### config.mk
export PLATFORM = sky130hd
export DESIGN_NAME = octal_dac_ctrl
export DESIGN_NICKNAME = d
export VERILOG_FILES = /design/src/rtl/octdac_pkg.sv /design/src/rtl/octdac_sync.sv /design/src/rtl/octdac_shifter.sv /design/src/rtl/octdac_decode.sv /design/src/rtl/octdac_channel.sv /design/src/rtl/octal_dac_ctrl.sv
export SDC_FILE = /design/constraint.sdc
export NUM_CORES = 1
export LEC_CHECK = 0
export BUFFER_PORTS_ARGS = -buffer_cell sky130_fd_sc_hd__buf_2
export CAP_MARGIN = 20
export CORE_MARGIN = 4
export CORE_UTILIZATION = 30
export DETAILED_ROUTE_END_ITERATION = 8
export SLEW_MARGIN = 25
export SYNTH_ARGS = -nofsm -noshare
export SYNTH_HDL_FRONTEND = slang
export SYNTH_SLANG_ARGS = --single-unit
### constraint.sdc
create_clock -name clk -period 2.5 [get_ports clk]
set_input_delay 0.375 -clock clk [delete_from_list [all_inputs] [get_ports clk]]
set_output_delay 0.375 -clock clk [all_outputs]
set_load 0.02 [all_outputs]
### src/rtl/octdac_pkg.sv
// Shared constants and operation codes for the octal DAC control core.
// Assumes a fixed count of eight channels, addressed by a 4-bit field.
package octdac_pkg;
    localparam int NUM_CH    = 8;
    localparam int ADDR_W    = $clog2(NUM_CH);
    localparam int SHIFT_LEN = 32;
    localparam int FRAME_LEN = 24;
    localparam int WORD_LEN  = 16;
    localparam int FIELD_W   = 4;

    typedef enum logic [FIELD_W-1:0] {
        OP_WRITE         = 4'b0000,
        OP_UPDATE        = 4'b0001,
        OP_WRITE_UPD_ALL = 4'b0010,
        OP_WRITE_UPD     = 4'b0011,
        OP_POWER_DOWN    = 4'b0100,
        OP_NOP           = 4'b1111
    } op_e;

    localparam logic [FIELD_W-1:0] ADDR_ALL = 4'b1111;
endpackage

### src/rtl/octdac_sync.sv
// Multi-flop synchroniser for one asynchronous input.
// Assumes the input is held for at least two system clocks between changes.
module octdac_sync #(
    parameter int   STAGES  = 2,
    parameter logic RST_VAL = 1'b0
) (
    input  logic clk,
    input  logic rst_n,
    input  logic d_in,
    output logic q_out
);
    logic [STAGES-1:0] pipe_q;

    // Move the input through the synchroniser chain.
    always_ff @(posedge clk) begin
        if (!rst_n) pipe_q <= {STAGES{RST_VAL}};
        else        pipe_q <= {pipe_q[STAGES-2:0], d_in};
    end

    assign q_out = pipe_q[STAGES-1];
endmodule

### src/rtl/octdac_shifter.sv
// 32-bit serial input register with a falling-edge serial output stage.
// Assumes shift_en and out_en are single-cycle strobes that are never high together.
module octdac_shifter
    import octdac_pkg::*;
(
    input  logic                 clk,
    input  logic                 rst_n,
    input  logic                 shift_en,
    input  logic                 out_en,
    input  logic                 bit_in,
    output logic [FRAME_LEN-1:0] frame,
    output logic                 sdo
);
    logic [SHIFT_LEN-1:0] sh_q;
    logic                 sdo_q;

    // Shift on qualified rising serial clock; present the oldest bit on falling serial clock.
    always_ff @(posedge clk) begin
        if (!rst_n) begin
            sh_q  <= '0;
            sdo_q <= 1'b0;
        end else begin
            if (shift_en) sh_q  <= {sh_q[SHIFT_LEN-2:0], bit_in};
            if (out_en)   sdo_q <= sh_q[SHIFT_LEN-1];
        end
    end

    assign frame = sh_q[FRAME_LEN-1:0];
    assign sdo   = sdo_q;
endmodule

### src/rtl/octdac_decode.sv
// Turns a decoded frame into per-channel write, update and power-down strobes.
// Assumes ld_stb lasts one cycle; reserved codes produce no strobe at all.
module octdac_decode
    import octdac_pkg::*;
#(
    parameter int RES = 16
) (
    input  logic                 ld_stb,
    input  logic [FRAME_LEN-1:0] frame,
    output logic [NUM_CH-1:0]    wr_en,
    output logic [NUM_CH-1:0]    upd_en,
    output logic [NUM_CH-1:0]    pd_en,
    output logic [RES-1:0]       code
);
    logic [FIELD_W-1:0] cmd;
    logic [FIELD_W-1:0] addr;
    logic [NUM_CH-1:0]  sel;

    assign cmd  = frame[FRAME_LEN-1 -: FIELD_W];
    assign addr = frame[FRAME_LEN-FIELD_W-1 -: FIELD_W];
    assign code = frame[WORD_LEN-1 -: RES];

    // Address to channel mask: one channel, all channels, or none for reserved values.
    always_comb begin
        sel = '0;
        if (addr == ADDR_ALL)
            sel = '1;
        else if (addr < FIELD_W'(NUM_CH))
            sel[addr[ADDR_W-1:0]] = 1'b1;
    end

    // Command to strobe mapping; the write of 0010 and its global copy share one strobe.
    always_comb begin
        wr_en  = '0;
        upd_en = '0;
        pd_en  = '0;
        if (ld_stb) begin
            case (cmd)
                OP_WRITE:         wr_en = sel;
                OP_UPDATE:        upd_en = sel;
                OP_WRITE_UPD_ALL: begin
                    wr_en  = sel;
                    upd_en = (sel != '0) ? '1 : '0;
                end
                OP_WRITE_UPD:     begin
                    wr_en  = sel;
                    upd_en = sel;
                end
                OP_POWER_DOWN:    pd_en = sel;
                default:          ;
            endcase
        end
    end
endmodule

### src/rtl/octdac_channel.sv
// One channel: staged input register, active register and power-down flag.
// Assumes upd_en and pd_en are never high together; a write and an update on
// the same cycle pass the new data straight through to the active register.
module octdac_channel #(
    parameter int RES = 16
) (
    input  logic           clk,
    input  logic           rst_n,
    input  logic           clr_n,
    input  logic           wr_en,
    input  logic           upd_en,
    input  logic           pd_en,
    input  logic [RES-1:0] code_in,
    output logic [RES-1:0] code_out,
    output logic           pd_out
);
    logic [RES-1:0] in_q;
    logic [RES-1:0] act_q;
    logic           pd_q;

    // Channel state with asynchronous clear and synchronous reset.
    always_ff @(posedge clk or negedge clr_n) begin
        if (!clr_n) begin
            in_q  <= '0;
            act_q <= '0;
            pd_q  <= 1'b0;
        end else if (!rst_n) begin
            in_q  <= '0;
            act_q <= '0;
            pd_q  <= 1'b0;
        end else begin
            if (wr_en) in_q <= code_in;
            if (upd_en) begin
                act_q <= wr_en ? code_in : in_q;
                pd_q  <= 1'b0;
            end else if (pd_en) begin
                pd_q  <= 1'b1;
            end
        end
    end

    assign code_out = act_q;
    assign pd_out   = pd_q;
endmodule

### src/rtl/octal_dac_ctrl.sv
// Serial control core for eight double-buffered DAC channels.
// Assumes sck runs at no more than a quarter of clk and sdi is stable around
// each rising sck; all three serial inputs pass through equal synchronisers.
module octal_dac_ctrl
    import octdac_pkg::*;
#(
    parameter int RES = 16
) (
    input  logic                  clk,
    input  logic                  rst_n,
    input  logic                  clr_n,
    input  logic                  sck,
    input  logic                  sdi,
    input  logic                  cs_ld,
    output logic                  sdo,
    output logic [NUM_CH*RES-1:0] dac_codes,
    output logic [NUM_CH-1:0]     pd_flags,
    output logic                  all_pd
);
    logic                 sck_s, sdi_s, cs_s;
    logic                 sck_d, cs_d;
    logic                 sck_rise, sck_fall, ld_stb, shift_en;
    logic [FRAME_LEN-1:0] frame;
    logic [NUM_CH-1:0]    wr_en, upd_en, pd_en;
    logic [RES-1:0]       code;

    octdac_sync #(.STAGES(2), .RST_VAL(1'b0)) u_sync_sck (
        .clk(clk), .rst_n(rst_n), .d_in(sck), .q_out(sck_s));
    octdac_sync #(.STAGES(2), .RST_VAL(1'b0)) u_sync_sdi (
        .clk(clk), .rst_n(rst_n), .d_in(sdi), .q_out(sdi_s));
    octdac_sync #(.STAGES(2), .RST_VAL(1'b1)) u_sync_cs (
        .clk(clk), .rst_n(rst_n), .d_in(cs_ld), .q_out(cs_s));

    // Hold the previous synchronised levels for edge detection.
    always_ff @(posedge clk) begin
        if (!rst_n) begin
            sck_d <= 1'b0;
            cs_d  <= 1'b1;
        end else begin
            sck_d <= sck_s;
            cs_d  <= cs_s;
        end
    end

    assign sck_rise = sck_s & ~sck_d;
    assign sck_fall = ~sck_s & sck_d;
    assign ld_stb   = cs_s & ~cs_d;
    assign shift_en = sck_rise & ~cs_s;

    octdac_shifter u_shift (
        .clk(clk), .rst_n(rst_n), .shift_en(shift_en), .out_en(sck_fall),
        .bit_in(sdi_s), .frame(frame), .sdo(sdo));

    octdac_decode #(.RES(RES)) u_dec (
        .ld_stb(ld_stb), .frame(frame), .wr_en(wr_en), .upd_en(upd_en),
        .pd_en(pd_en), .code(code));

    for (genvar c = 0; c < NUM_CH; c++) begin : g_ch
        octdac_channel #(.RES(RES)) u_ch (
            .clk(clk), .rst_n(rst_n), .clr_n(clr_n),
            .wr_en(wr_en[c]), .upd_en(upd_en[c]), .pd_en(pd_en[c]),
            .code_in(code),
            .code_out(dac_codes[c*RES +: RES]),
            .pd_out(pd_flags[c]));
    end

    assign all_pd = &pd_flags;
endmodule

==> results_dict.tcl <==
set metrics [dict create \
    rr_worst_depth 6 \
    multi_input_area_um2 4800 \
    drt_iter0_drc 648 \
    numCtsBuffers 34 \
    tritoncts "built" \
    die_w_um 216 \
    initial_core_util_pct 30.6 \
    synth_edf_count 0 \
    async_flop_share_pct 86.6 \
    clock_sinks 305 \
    synthSimpleGateAreaFrac_pct 11.5 \
    io_buffers 143 \
    synth.mux.area_fraction_pct 9.96 \
    synth_top_area_cell "dfrtp_1" \
    synth_xor_area_share_pct 0.203 \
    reg2reg_from "u_shift.sh_q[22]" \
    avgSynthCellArea_um2 11.6 \
    required_ps 2870 \
    dr.pass1.iters 5 \
    worstSkewPairLatency_ps 510 \
    hold_slack_ps 78.7 \
    path_class "register to register" \
    regToRegEndpoint "g_ch[5].u_ch.code_out[14]" \
    rows 75 \
    synth_area_um2 13000 \
    syn_nets 1125 \
    p_leak_nw 7.59 \
    utilization_pct 36.4 \
    synthAdderAreaFrac_pct 0 \
    final-hold-violation-count 0 \
    hpwl_um 22500 \
    grt.busiest_layer "met2" \
    grt_pass1_wl_um 56000 \
    grt_pass1_vias 8929 \
    num_antenna_cells 0 \
    ys_types 38 \
    seq_area_frac_synth_pct 57.3 \
    crit_buf_inv 2 \
    path_clk_slew_ps 60 \
    fillers 4177 \
    drt_wl_total_um 36200 \
    setup_violations 0 \
    use_met3_pct 2.55 \
    fin_nets 1230 \
    worstPathMaxFanout 16 \
    gr-usage-met1_pct 22.1 \
    synth_top_family_by_area "compound AO/OA/AOI/OAI gates" \
    slew_headroom_pct 40.5 \
    cp_data_arrival_time_ps 2690 \
    path_cells "or4b_1 -> buf_4 -> nor4_4 -> buf_12 -> mux2i_1 -> a21oi_1" \
    post-cts-setup-buffers 0 \
    gp_congestion 0.776 \
    fin_crit_ps 2310 \
    finalNonFillerCells 1823 \
    cpLargestDelayFamily "simple AND/OR/NAND/NOR gates" \
    crit_path_start_kind "register" \
    grt_use_total_pct 15.2 \
    synth_cells 1119 \
    via_per_inst 4.86 \
    fp.coreArea_um2 42300 \
    outcome "finished clean" \
    whs_path_depth 2 \
    htreeDepth 2 \
    clock_path_buffers 3 \
    cp-end-kind "register" \
    synth_most_common_cell "dfrtp_1" \
    grt_overflow 0 \
    fin_crit_sh_pct 92.4 \
    dp.cells 1764 \
    max_stage_delay_ps 610 \
    max-vdd-ir-drop_mv 0.375 \
    synth_compound_area_share_pct 15.3 \
    ys.flop_type "dfrtp_1" \
    max_cap_violations 0 \
    yosys_warnings 0 \
    maxSlewViolCount 0 \
    die_y_um 216 \
    synth_top_area_share_pct 50.9 \
    fin_skew_ps 12.1 \
    pwr_density_cell_nw_per_um2 678 \
    grt_max_degree 97 \
    synthTopCellsByArea "dfrtp_1 (51%), mux2i_1 (10%), o31ai_1 (6.5%), dfxtp_1 (6.3%), nor2b_1 (6.3%)" \
    r2r_slack_ps 190 \
    drc_errors 0 \
    ant_nets 0 \
    cts_root_buffer "clkbuf_16" \
    yosys-top-cells-count "dfrtp_1 (264), a21oi_1 (132), nor2b_1 (130), mux2i_1 (129), o31ai_1 (112)" \
    via_count 8863 \
    regArea_um2 7430 \
    drt-wirelength-per-cell_um 19.9 \
    setup-tns-final_ps 0 \
    crit_slowest_cell "or4b_1" \
    max_freq_mhz 433 \
    die-area_um2 46600 \
    area_growth_pct 18.7 \
    rsz0062_at_grt "false" \
    use_met2_pct 23.3 \
    ys_ff_latch 305 \
    drive_above_1_share_pct 21.6 \
    hold_path_end "u_sync_cs.pipe_q[0]" \
    hold_path_class "input port to register" \
    ioPinCount 144 \
    tightest_slew_ps 892 \
    antenna_found_initial 0 \
    min_from "cs_ld" \
]
## sequential cells by signal, summed over array words and instances, names as in the netlist
name	flops
cs_d	1
g_ch.u_ch.code_out	128
g_ch.u_ch.in_q	128
g_ch.u_ch.pd_out	8
sck_d	1
u_shift.sdo	1
u_shift.sh_q	32
u_sync_cs.pipe_q	2
u_sync_sck.pipe_q	2
u_sync_sdi.pipe_q	2
## cell type report
type	instances	area share [%]
Clock inverter	9	0.951
Clock buffer	49	6.70
Tap cell	577	4.69
Inverter	2	0.0488
Timing Repair Buffer	192	8.22
Sequential cell	305	48.2
Multi-Input combinational cell	689	31.2
## cell families (layout without fill, tap and decap cells)
group,count (synthesis),count (layout)
buffers and inverters,125,252
flip-flops,305,305
multiplexers,129,129
AO/OA/AOI/OAI,306,306
XOR/XNOR,3,3
AND/OR/NAND/NOR,251,251
## worst max-delay path by stage
stage,from,endpoint,cells after the start
6_report,u_shift.sh_q[22],g_ch[5].u_ch.code_out[14],6
5_1_grt,u_shift.sh_q[22],g_ch[5].u_ch.code_out[6],5
3_3_place_gp,u_shift.sh_q[22],g_ch[3].u_ch.code_out[1],6
2_1_floorplan,u_shift.sh_q[22],g_ch[6].u_ch.code_out[13],6
3_5_place_dp,u_shift.sh_q[22],g_ch[3].u_ch.code_out[1],6
4_1_cts,u_shift.sh_q[22],g_ch[5].u_ch.code_out[6],5
## cell usage in the layout, fill, tap and decap left out, types with 6 or more instances in the layout
| cell type | netlist | final |
|---|---|---|
| a21boi_0 | 32 | 32 |
| clkbuf_16 | 0 | 37 |
| mux2i_1 | 129 | 129 |
| dfrtp_1 | 264 | 264 |
| nor3b_1 | 10 | 9 |
| buf_4 | 26 | 35 |
| buf_12 | 0 | 13 |
| a21oi_1 | 132 | 132 |
| dfxtp_1 | 41 | 41 |
| clkbuf_8 | 0 | 6 |
| clkbuf_1 | 52 | 6 |
| o21ai_0 | 16 | 16 |
| buf_2 | 24 | 141 |
| nor2b_1 | 130 | 130 |
| o31ai_1 | 112 | 112 |
| nand2_1 | 71 | 71 |
## layer usage
layer | wire (um) | share of wire (%)
met1 | 17300 | 48
met2 | 16300 | 45
met4 | 1000 | 2.8
met3 | 1560 | 4.3
met5 | 0 | 0
## power by group
part	internal, mW	leakage [nW]	switching [mW]
Sequential	4.93	4.02	0.00330
Clock	3.27	0.576	2.00
Combinational	0.0779	3.00	0.165
## through the flow
step,power [mW],area (um2),setup slack (ps)
2_1_floorplan,5.14,13000,298
3_3_place_gp,5.27,14200,211
3_5_place_dp,5.28,14200,214
4_1_cts,10.6,15400,193
5_1_grt,10.8,15400,77.1
6_report,10.4,15400,189
## what timing repair did
| item | in CTS | in global routing |
|---|---|---|
| hold endpoints to repair | 67 | 0 |
| gates resized for setup | 0 | 0 |
| hold buffers | 1 | 0 |
No activity file was read; power rests on OpenSTA's default activity.
